File: src/rtl/cs_result_queue.sv
module cs_result_queue #(
  parameter int W = 16,
  parameter int DEPTH = 4
) (
  input  logic         clk,
  input  logic         rst_n,
  input  logic         start_i,
  input  logic         in_valid_i,
  input  logic         in_first_i,
  input  logic [W-1:0] in_sum_i,
  input  logic [W-1:0] in_carry_i,
  input  logic         pe_busy_i,
  input  logic         deq_i,
  output logic [W-1:0] out_sum_o,
  output logic [W-1:0] out_carry_o,
  output logic [W-1:0] bin_o,
  output logic         bin_valid_o,
  output logic         full_o,
  output logic         empty_o,
  output logic         ovf_o
);
  localparam int AW = (DEPTH > 1) ? $clog2(DEPTH) : 1;
  localparam int CW = $clog2(DEPTH + 1);

  logic [W-1:0]  mem [DEPTH];
  logic [AW-1:0] rd_ptr, wr_ptr;
  logic [CW-1:0] cnt;
  logic          cy_q, ovf_q;
  logic [W:0]    cpa;
  logic          cin, push, wr_ok, pop;

  assign cin  = in_first_i ? 1'b0 : cy_q;
  assign cpa  = {1'b0, in_sum_i} + {1'b0, in_carry_i} + {{W{1'b0}}, cin};
  assign bin_o       = cpa[W-1:0];
  assign bin_valid_o = in_valid_i;

  assign full_o  = (cnt == CW'(DEPTH));
  assign empty_o = (cnt == '0);
  assign ovf_o   = ovf_q;
  assign push    = in_valid_i & pe_busy_i;
  assign wr_ok   = push & ~full_o;
  assign pop     = deq_i & ~empty_o & ~start_i;

  always_comb begin
    out_sum_o   = '0;
    out_carry_o = '0;
    if (start_i) begin
      out_sum_o   = '0;
      out_carry_o = '0;
    end else if (pop) begin
      out_sum_o   = mem[rd_ptr];
    end else if (in_valid_i && !pe_busy_i) begin
      out_sum_o   = in_sum_i;
      out_carry_o = in_carry_i;
    end
  end

  always_ff @(posedge clk or negedge rst_n) begin
    if (!rst_n) begin
      cy_q   <= 1'b0;
      ovf_q  <= 1'b0;
      rd_ptr <= '0;
      wr_ptr <= '0;
      cnt    <= '0;
    end else begin
      if (in_valid_i) cy_q <= cpa[W];
      if (push && full_o) ovf_q <= 1'b1;
      if (wr_ok) wr_ptr <= (wr_ptr == AW'(DEPTH - 1)) ? '0 : wr_ptr + 1'b1;
      if (pop)   rd_ptr <= (rd_ptr == AW'(DEPTH - 1)) ? '0 : rd_ptr + 1'b1;
      if (wr_ok && !pop)      cnt <= cnt + 1'b1;
      else if (pop && !wr_ok) cnt <= cnt - 1'b1;
    end
  end

  always_ff @(posedge clk) begin
    if (wr_ok) mem[wr_ptr] <= bin_o;
  end


  start_zero_chk: assert property (@(posedge clk) disable iff (!rst_n)
    start_i |-> (out_sum_o == '0 && out_carry_o == '0));

  first_clear_chk: assert property (@(posedge clk) disable iff (!rst_n)
    (in_valid_i && in_first_i) |-> (bin_o == W'(in_sum_i + in_carry_i)));

  flags_excl_chk: assert property (@(posedge clk) disable iff (!rst_n)
    !(full_o && empty_o));

  fill_chk: assert property (@(posedge clk) disable iff (!rst_n)
    (empty_o && in_valid_i && pe_busy_i) |=> !empty_o);

  ovf_set_chk: assert property (@(posedge clk) disable iff (!rst_n)
    (in_valid_i && pe_busy_i && full_o) |=> ovf_o);

  ovf_sticky_chk: assert property (@(posedge clk) disable iff (!rst_n)
    ovf_o |=> ovf_o);
endmodule

File: config.mk
export PLATFORM = sky130hd
export DESIGN_NAME = cs_result_queue
export DESIGN_NICKNAME = d
export VERILOG_FILES = /design/src/rtl/cs_result_queue.sv
export SDC_FILE = /design/constraint.sdc
export NUM_CORES = 1
export LEC_CHECK = 0
export ABC_CLOCK_PERIOD_IN_PS = 3050
export BUFFER_PORTS_ARGS = -buffer_cell sky130_fd_sc_hd__buf_2
export CORE_MARGIN = 2
export CORE_UTILIZATION = 56
export CTS_BUF_LIST = sky130_fd_sc_hd__clkbuf_4 sky130_fd_sc_hd__clkbuf_8
export CTS_CLUSTER_SIZE = 40
export DETAILED_ROUTE_END_ITERATION = 10
export PLACE_DENSITY = 0.8
export SKIP_CTS_REPAIR_TIMING = 1
export SYNTH_ARGS = -nofsm -noshare
export SYNTH_HDL_FRONTEND = slang
export SYNTH_SLANG_ARGS = --single-unit
export TNS_END_PERCENT = 30
File: constraint.sdc
create_clock -name clk -period 3.05 [get_ports clk]
set_input_delay 0.4575 -clock clk [delete_from_list [all_inputs] [get_ports clk]]
set_output_delay 0.4575 -clock clk [all_outputs]
set_load 0.01 [all_outputs]
; ---- Word-level counts from Yosys, hierarchy flattened
; Memory sizes are Yosys's and may differ from the RTL's.
; Cells that the tools add are included.
[totals]
memories = 1
ff_bits = 9
ram_bits = 64
inputBits = 39
output_inout_bits = 52
[mem_list]
columns = name, words, word_bits, read_ports, rd_clocked_by_memory_dff, wr, line
row1 = mem, 4, 16, 1, 0, 1, 25  ; logic [W-1:0] mem [DEPTH];
[classes]
add_sub_neg = 6
n_mux = 13
reduce_logical = 9
bitwise_logic = 7
eq_ne = 3
[op_table]
columns = op, count
row1 = $mux 16, 6
row2 = $add 16x16->17, 1
row3 = $add 17x1->17, 1
row4 = $mux 3, 2
row5 = $add 2x1->2 const B, 2
row6 = $and 1x1->1, 4
row7 = $eq 2x2->1 const B, 2
row8 = $logic_and 1x1->1, 4
row9 = $mux 2, 2
row10 = $add 3x1->3 const B, 1
row11 = $eq 3x3->1 const B, 1
row12 = $logic_not 1->1, 3
row13 = $logic_not 3->1, 1
row14 = $mux 1, 3
row15 = $not 1->1, 3
row16 = $sub 3x1->3 const B, 1
row17 = $reduce_bool 2->1, 1

; ---- Logic depth before layout (Yosys ltp)
; Gate-level depths: netlist of run 1.
[depth]
depth_word = 7
ltp_mapped = 11

; ---- Worst setup path before layout of run 1
; No wires, ideal clock.
[synth_timing]
path_kind = input-to-output
startpoint = in in_first_i
endpoint = out bin_o[14]
path_slack_ns = 0.261
t_arrival_ns = 2.332
path_buffers = 1
path_stages = 10
path_cell_list = nand2b_1 > fa_1 > inv_1 > fa_1 > a21o_1 > a31o_1 > o2111ai_2 > a21boi_0 > o211ai_1 > buf_4
[synth_between]
elab_chain_len = 2
[synth_lines]
columns = element, line
row1 = start: declaration, 9  ; input logic in_first_i,
row2 = $mux 1, 32  ; assign cin = in_first_i ? 1'b0 : cy_q;
row3 = $add 17x1->17, 33  ; assign cpa = {1'b0, in_sum_i} + {1'b0, in_carry_i} + {{W{1'b0}}, cin};
row4 = end: declaration, 16  ; output logic [W-1:0] bin_o,
; No other way between the ends.

; ---- Worst setup path after layout of run 1
[layout_timing]
startpoint = reg cy_q
endpoint = out bin_o[14]
[layout_between]
elab_chain_len = 2
[layout_lines]
columns = element, line
row1 = start: declaration, 28  ; logic cy_q, ovf_q;
row2 = start signal: assignment, 66  ; if (in_valid_i) cy_q <= cpa[W];
row3 = $mux 1, 32
row4 = $add 17x1->17, 33
; No other way between the ends.

==> flow_summary.toml, run 1 <==
[status]
status = "finished with violations"
violations = "negative setup slack"

[clock_tree]
clk_pin_slew_ps = 80
cts.sinks = 73
cts_tree = "done"
cts_buffer_depth = 2
root_buffer = "clkbuf_8"
htreeDepth = 3
insertion_delay_ps = 350
cts_buffers = 9

[synth]
avgSynthCellArea_um2 = 12.28
synth_top_family_by_area = "simple AND/OR/NAND/NOR gates"
synth-seq-area-share_pct = 52.02
yosysTopAreaCellShare_pct = 46.56
syn_inst = 336
synth_cell_types = 48
ys_warn_count = 0
ys_top_cells_by_area = "edfxtp_1 (47%), mux4_2 (8.7%), ha_1 (6.4%)"
synth.area.mux_share_pct = 9.791
synthArstFlopShare_pct = 12.33
yosys_register_bits = 73
synth_area_um2 = 4128
yosys.area.top_type = "edfxtp_1"
synth-edff-count = 64
synth-adder-area-share_pct = 7.821
synth_xor_area_share_pct = 2.758
yosys.area_share.simple_pct = 12.12
synth_compound_area_share_pct = 10.15
synth_nets = 399
synth_ff_type = "edfxtp_1"

[sta]
fmax_ghz = 0.3164
hold_viol = 0
finClkSkew_ps = 14.14
slew_viol_final = 0
relSlewSlack_pct = 44.86
worst_pin_slew_ps = 827.0
setup_ws_ps = -110.9
period_share_pct = 103.6
rsz0062_at_grt = "yes"
timing.setup.tns_ps = -260.3
setup_viol = 3
fin_crit_ps = 3161

[routing]
first_pass_iters = 4
routedWlPerCell_um = 17.75
postRouteAntennaNets = 0
drt-initial-drc-count = 209
vias = 2994
wl_mm = 9.427
vias_per_cell = 5.638
drc_errors = 0

[layout]
final_nets = 490
layout-drive-gt1-share_pct = 36.81
area_growth_pct = 19.61
diodes = 0
utilization_pct = 68.81

[floorplanning]
dieWidth_um = 89.86
fp.coreArea_um2 = 7176
die_y_um = 89.86
initial_core_util_pct = 57.52
die-area_um2 = 8074
io_pins = 91
num_rows = 31

[worst_setup_path]
critPathKind = "flip-flop to output port"
crit_arrival_ps = 2700
critPathLaunch = "cy_q$_DFFE_PN0P_"
r2r-start = "cy_q$_DFFE_PN0P_"
worstRegToRegCells = 10
cp.required_ps = 2590
startpoint_type = "flip-flop"
crit_path_end_kind = "output port"
crit_fanout = 5

[worst_hold_path]
hold_path.class = "input pin to flip-flop"
whs_path_depth = 2
hp-start = "pe_busy_i"

[placement]
gp_congestion = 0.8542
io_buffers = 90
place_hpwl_mm = 6.699

[pwr]
ir_worst_vdd_v = 0.0004305
p_per_area_nw_per_um2 = 685.0
leakagePower_nw = 2.100

[global_routing]
first_global_vias = 3004
grt_max_degree = 33
antenna_found_initial = 0
grtUsageTotal_pct = 23.82
grt_pass1_wl_mm = 14.79
grt_remaining_overflow = 0

[job]
max-cap-violations = 0
==> synth_stat cells, types with 2 or more instances <==
cell	number
a211o_1	2
and2_1	5
nand2b_1	3
nor2_1	17
o21ai_0	22
ha_1	21
dfrtp_1	9
buf_4	17
xnor2_1	5
edfxtp_1	64
xor2_1	8
a21oi_1	15
buf_2	5
inv_1	9
nor3b_1	2
nand3_1	2
clkbuf_1	9
o21a_1	3
nor2b_1	4
mux2_2	3
fa_1	3
nand2_1	45
mux4_2	16
nand3b_1	2
nor3_1	2
and3_1	18
a21o_1	4
==> stage by stage <==
stage / instances / power, mW / hold slack (ps) / worst slack [ps] / instance area, um^2
floorplan: 336 / 2.227 / 161.9 / 260.9 / 4128
global placement: 510 / 2.508 / 322.3 / -40.83 / 4643
detailed placement: 510 / 2.556 / 326.0 / -124.8 / 4643
CTS: 526 / 3.369 / -49.32 / -380.0 / 4858
global route: 531 / 3.574 / 401.2 / -206.8 / 4937
finish: 531 / 3.382 / 396.3 / -110.9 / 4937
==> worst max-delay path, cell delays in order (launching register included) <==
cell	delay [ps]
dfrtp_1	400
nand2b_1	100
fa_2	230
inv_2	40
fa_2	340
a21o_1	190
a31o_1	210
o2111ai_2	290
a21boi_1	110
o211ai_1	180
buf_4	170
buf_6	100
==> logic make-up after synthesis <==
| logic type | after synthesis |
|---|---|
| DFF | 73 |
| and+or+nand+nor | 104 |
| buffers and inverters | 40 |
| adders and majority gates | 24 |
| AOI/OAI and AO/OA | 62 |
| muxes | 20 |
| xor gates and xnor gates | 13 |
==> sequential cells by signal (all words and copies together) (netlist names) <==
signal	count
mem	64
cnt	3
rd_ptr	2
wr_ptr	2
cy_q	1
ovf_o	1
==> report_power, final <==
group          internal [mW]  switching [mW]
combinational          0.563           0.581
clock                  0.467           0.349
sequential              1.29           0.135
total                   2.32            1.07
==> metal layers <==
metal	part of all wire [%]	track usage (%)
met1	41	29.48
met2	52	42.05
met3	4.5	3.688
met4	2.1	9.744
met5	0	0
==> layout by cell type (no fill, tap or decap), types with 4 or more instances in the layout <==
cell type / Yosys / routed
o21ai_0: 22 / 22
a21o_1: 4 / 4
xnor2_1: 5 / 4
nand2_1: 45 / 45
xor2_1: 8 / 6
and3_1: 18 / 18
nor2_1: 17 / 16
edfxtp_1: 64 / 64
clkbuf_8: 0 / 9
ha_1: 21 / 21
and2_1: 5 / 5
buf_2: 5 / 89
buf_4: 17 / 20
a21oi_1: 15 / 15
mux4_2: 16 / 16
nor2b_1: 4 / 4
dfrtp_1: 9 / 9
inv_1: 9 / 8
==> layout make-up <==
| class | instances | area [um^2] |
|---|---|---|
| repair buffers | 111 | 616.8 |
| multi-input cells | 223 | 1800 |
| clock inverters | 6 | 83.83 |
| well taps | 99 | 123.9 |
| flip-flops and latches | 73 | 2147 |
| inverters | 9 | 33.78 |
| fillers | 532 | 2238 |
| clock buffers | 10 | 131.4 |
==> final timing paths <==
kind | endpoint | slack (ps)
setup / recovery | bin_o[14] | -110
hold / removal | ovf_o$_DFFE_PN0P_ | 400
setup reg to reg | mem[0][12]$_DFFE_PP_ | 530
hold reg to reg | cnt[2]$_DFFE_PN0P_ | 500
max in group asynchronous | cy_q$_DFFE_PN0P_ | 2350
min in group asynchronous | ovf_o$_DFFE_PN0P_ | 510
No activity file was read; power rests on OpenSTA's default activity.
==> run 2: changes to the inputs <==
--- a/config.mk
+++ b/config.mk
@@ -15,2 +15,3 @@
 export PLACE_DENSITY = 0.8
+export REMOVE_ABC_BUFFERS = 1
 export SKIP_CTS_REPAIR_TIMING = 1
@@ -19,2 +20 @@
 export SYNTH_SLANG_ARGS = --single-unit
-export TNS_END_PERCENT = 30
--- a/constraint.sdc
+++ b/constraint.sdc
@@ -3,2 +3,2 @@
 set_output_delay 0.4575 -clock clk [all_outputs]
-set_load 0.01 [all_outputs]
+set_load 0.1 [all_outputs]
==> run 2 against run 1 <==
The run still ends with negative setup slack left. Clock skew down 3.3 ps. Global-route usage grew 0.97 points. Clock-buffer cell count is the same. Total power grew 31%. Non-clock buffer count is 20 higher. Critical path type unchanged. Largest cell class unchanged. Highest routed layer unchanged.
==> flow_summary.toml, run 2 (same netlist as run 1, synthesis figures left out) <==
[clock_tree]
root_buffer = "clkbuf_8"
cts.sinks = 73
clk_pin_slew_ps = 80
htreeDepth = 3
cts_buffer_depth = 2
insertion_delay_ps = 350
cts_tree = "done"
cts_buffers = 9

[layout]
utilization_pct = 75.24
final_common_cell = "buf_2"
mostFrequentLayoutCells = "buf_2 (71), edfxtp_1 (64), nand2_1 (44), buf_4 (39)"
final_nets = 510
top_regs = "mem (64), cnt (3)"
largest_reg_flops = 64
final_cells = 551
diodes = 0
area_growth_pct = 30.80
regMostFlops = "mem"
design_area_um2 = 5399
layout-drive-gt1-share_pct = 40.71

[job]
max-cap-violations = 0

[floorplanning]
num_rows = 31
die_y_um = 89.86
dieWidth_um = 89.86
fp.coreArea_um2 = 7176
io_pins = 91
initial_core_util_pct = 57.52
die-area_um2 = 8074

[pwr]
ir_worst_vdd_v = 0.0005397
p_per_area_nw_per_um2 = 821.6
leakagePower_nw = 2.271

[global_routing]
grt_pass1_wl_mm = 15.47
first_global_vias = 2941
grt_max_degree = 35
antenna_found_initial = 0
grtUsageTotal_pct = 24.78
grt_remaining_overflow = 0

[sta]
timing.setup.tns_ps = -810.7
rsz0062_at_grt = "yes"
fmax_ghz = 0.3021
hold_viol = 0
setup_ws_ps = -260.0
period_share_pct = 108.5
finClkSkew_ps = 10.79
fin_crit_ps = 3310
relSlewSlack_pct = 68.13
worst_pin_slew_ps = 473.1
setup_viol = 7
slew_viol_final = 0

[worst_setup_path]
crit_arrival_ps = 2850
r2r-start = "cy_q$_DFFE_PN0P_"
cp.required_ps = 2590
critPathLaunch = "cy_q$_DFFE_PN0P_"
crit_path_end_kind = "output port"
crit_fanout = 5
critPathKind = "flip-flop to output port"
startpoint_type = "flip-flop"

[routing]
vias = 3084
first_pass_iters = 4
routed-wl-met2_mm = 4.999
wl_mm = 10.05
maxUsedRoutingLayer = "met4"
vias_per_cell = 5.597
drt-met1-wl_mm = 4.183
postRouteAntennaNets = 0
routedWlPerCell_um = 18.23
drc_errors = 0
dr_wl_met3_um = 693
drt-initial-drc-count = 220

[placement]
dpl.cell_count = 520
place_hpwl_mm = 6.872
io_buffers = 90
dpl-instance-area_um2 = 5004
place_ws_ps = -95.97
gp_congestion = 0.7824

[worst_hold_path]
hold_path.class = "input pin to flip-flop"
hp-start = "pe_busy_i"

[status]
violations = "negative setup slack"
status = "finished with violations"
[run 2: cell count changes in the layout (fill, tap and decap cells not counted), sizes merged]
| cell | previous run | this run |
|---|---|---|
| buf | 110 | 130 |
| bufinv | 2 | 1 |
| clkinv | 4 | 2 |
| clkinvlp | 0 | 2 |
| inv | 9 | 10 |
[run 2: final timing paths]
check / to / slack [ps] / cells after the start
max: bin_o[12] / -260 / 12
min: ovf_o$_DFFE_PN0P_ / 390 / 2
max reg2reg: mem[0][14]$_DFFE_PP_ / 360 / 12
min reg2reg: ovf_o$_DFFE_PN0P_ / 470 / 1
max in group asynchronous: cy_q$_DFFE_PN0P_ / 2380 / 2
min in group asynchronous: cnt[0]$_DFFE_PN0P_ / 490 / 2
[run 2: power breakdown]
group / internal [mW] / switching (mW)
Clock: 0.389 / 0.377
Combinational: 0.791 / 1.50
Sequential: 1.29 / 0.0913
Total: 2.47 / 1.97
[run 2: metal layers]
metal / up-vias / track usage (%)
met2: 126 / 41.92
met1: 1492 / 32.16
met4: 0 / 6.154
met3: 12 / 6.706
li1: 1454 / -
met5: - / 0
[run 2: cell type report]
cell class / count / area (um^2)
fillers: 478 / 1777
multi-input cells: 223 / 1846
repair buffers: 131 / 1050
well taps: 99 / 123.9
inverters: 9 / 33.78
clock buffers: 10 / 131.4
flip-flops and latches: 73 / 2147
clock inverters: 6 / 67.56
[run 2: critical path: stages (launching register included)]
cell and delay [ps]:
dfrtp_1 420, nand2b_1 120, fa_2 230, inv_2 40, fa_2 360, a21o_1 200, a31o_1 210, o2111ai_2 240
buf_4 160, nand2_2 50, xor2_1 140, buf_4 160, buf_12 170
[run 2: metrics by stage]
step,hold slack (ps),power (mW)
5_1_grt,395.1,4.617
3_3_place_gp,316.7,3.564
2_1_floorplan,161.9,2.938
3_5_place_dp,319.8,3.625
4_1_cts,-67.13,4.384
6_report,391.4,4.436
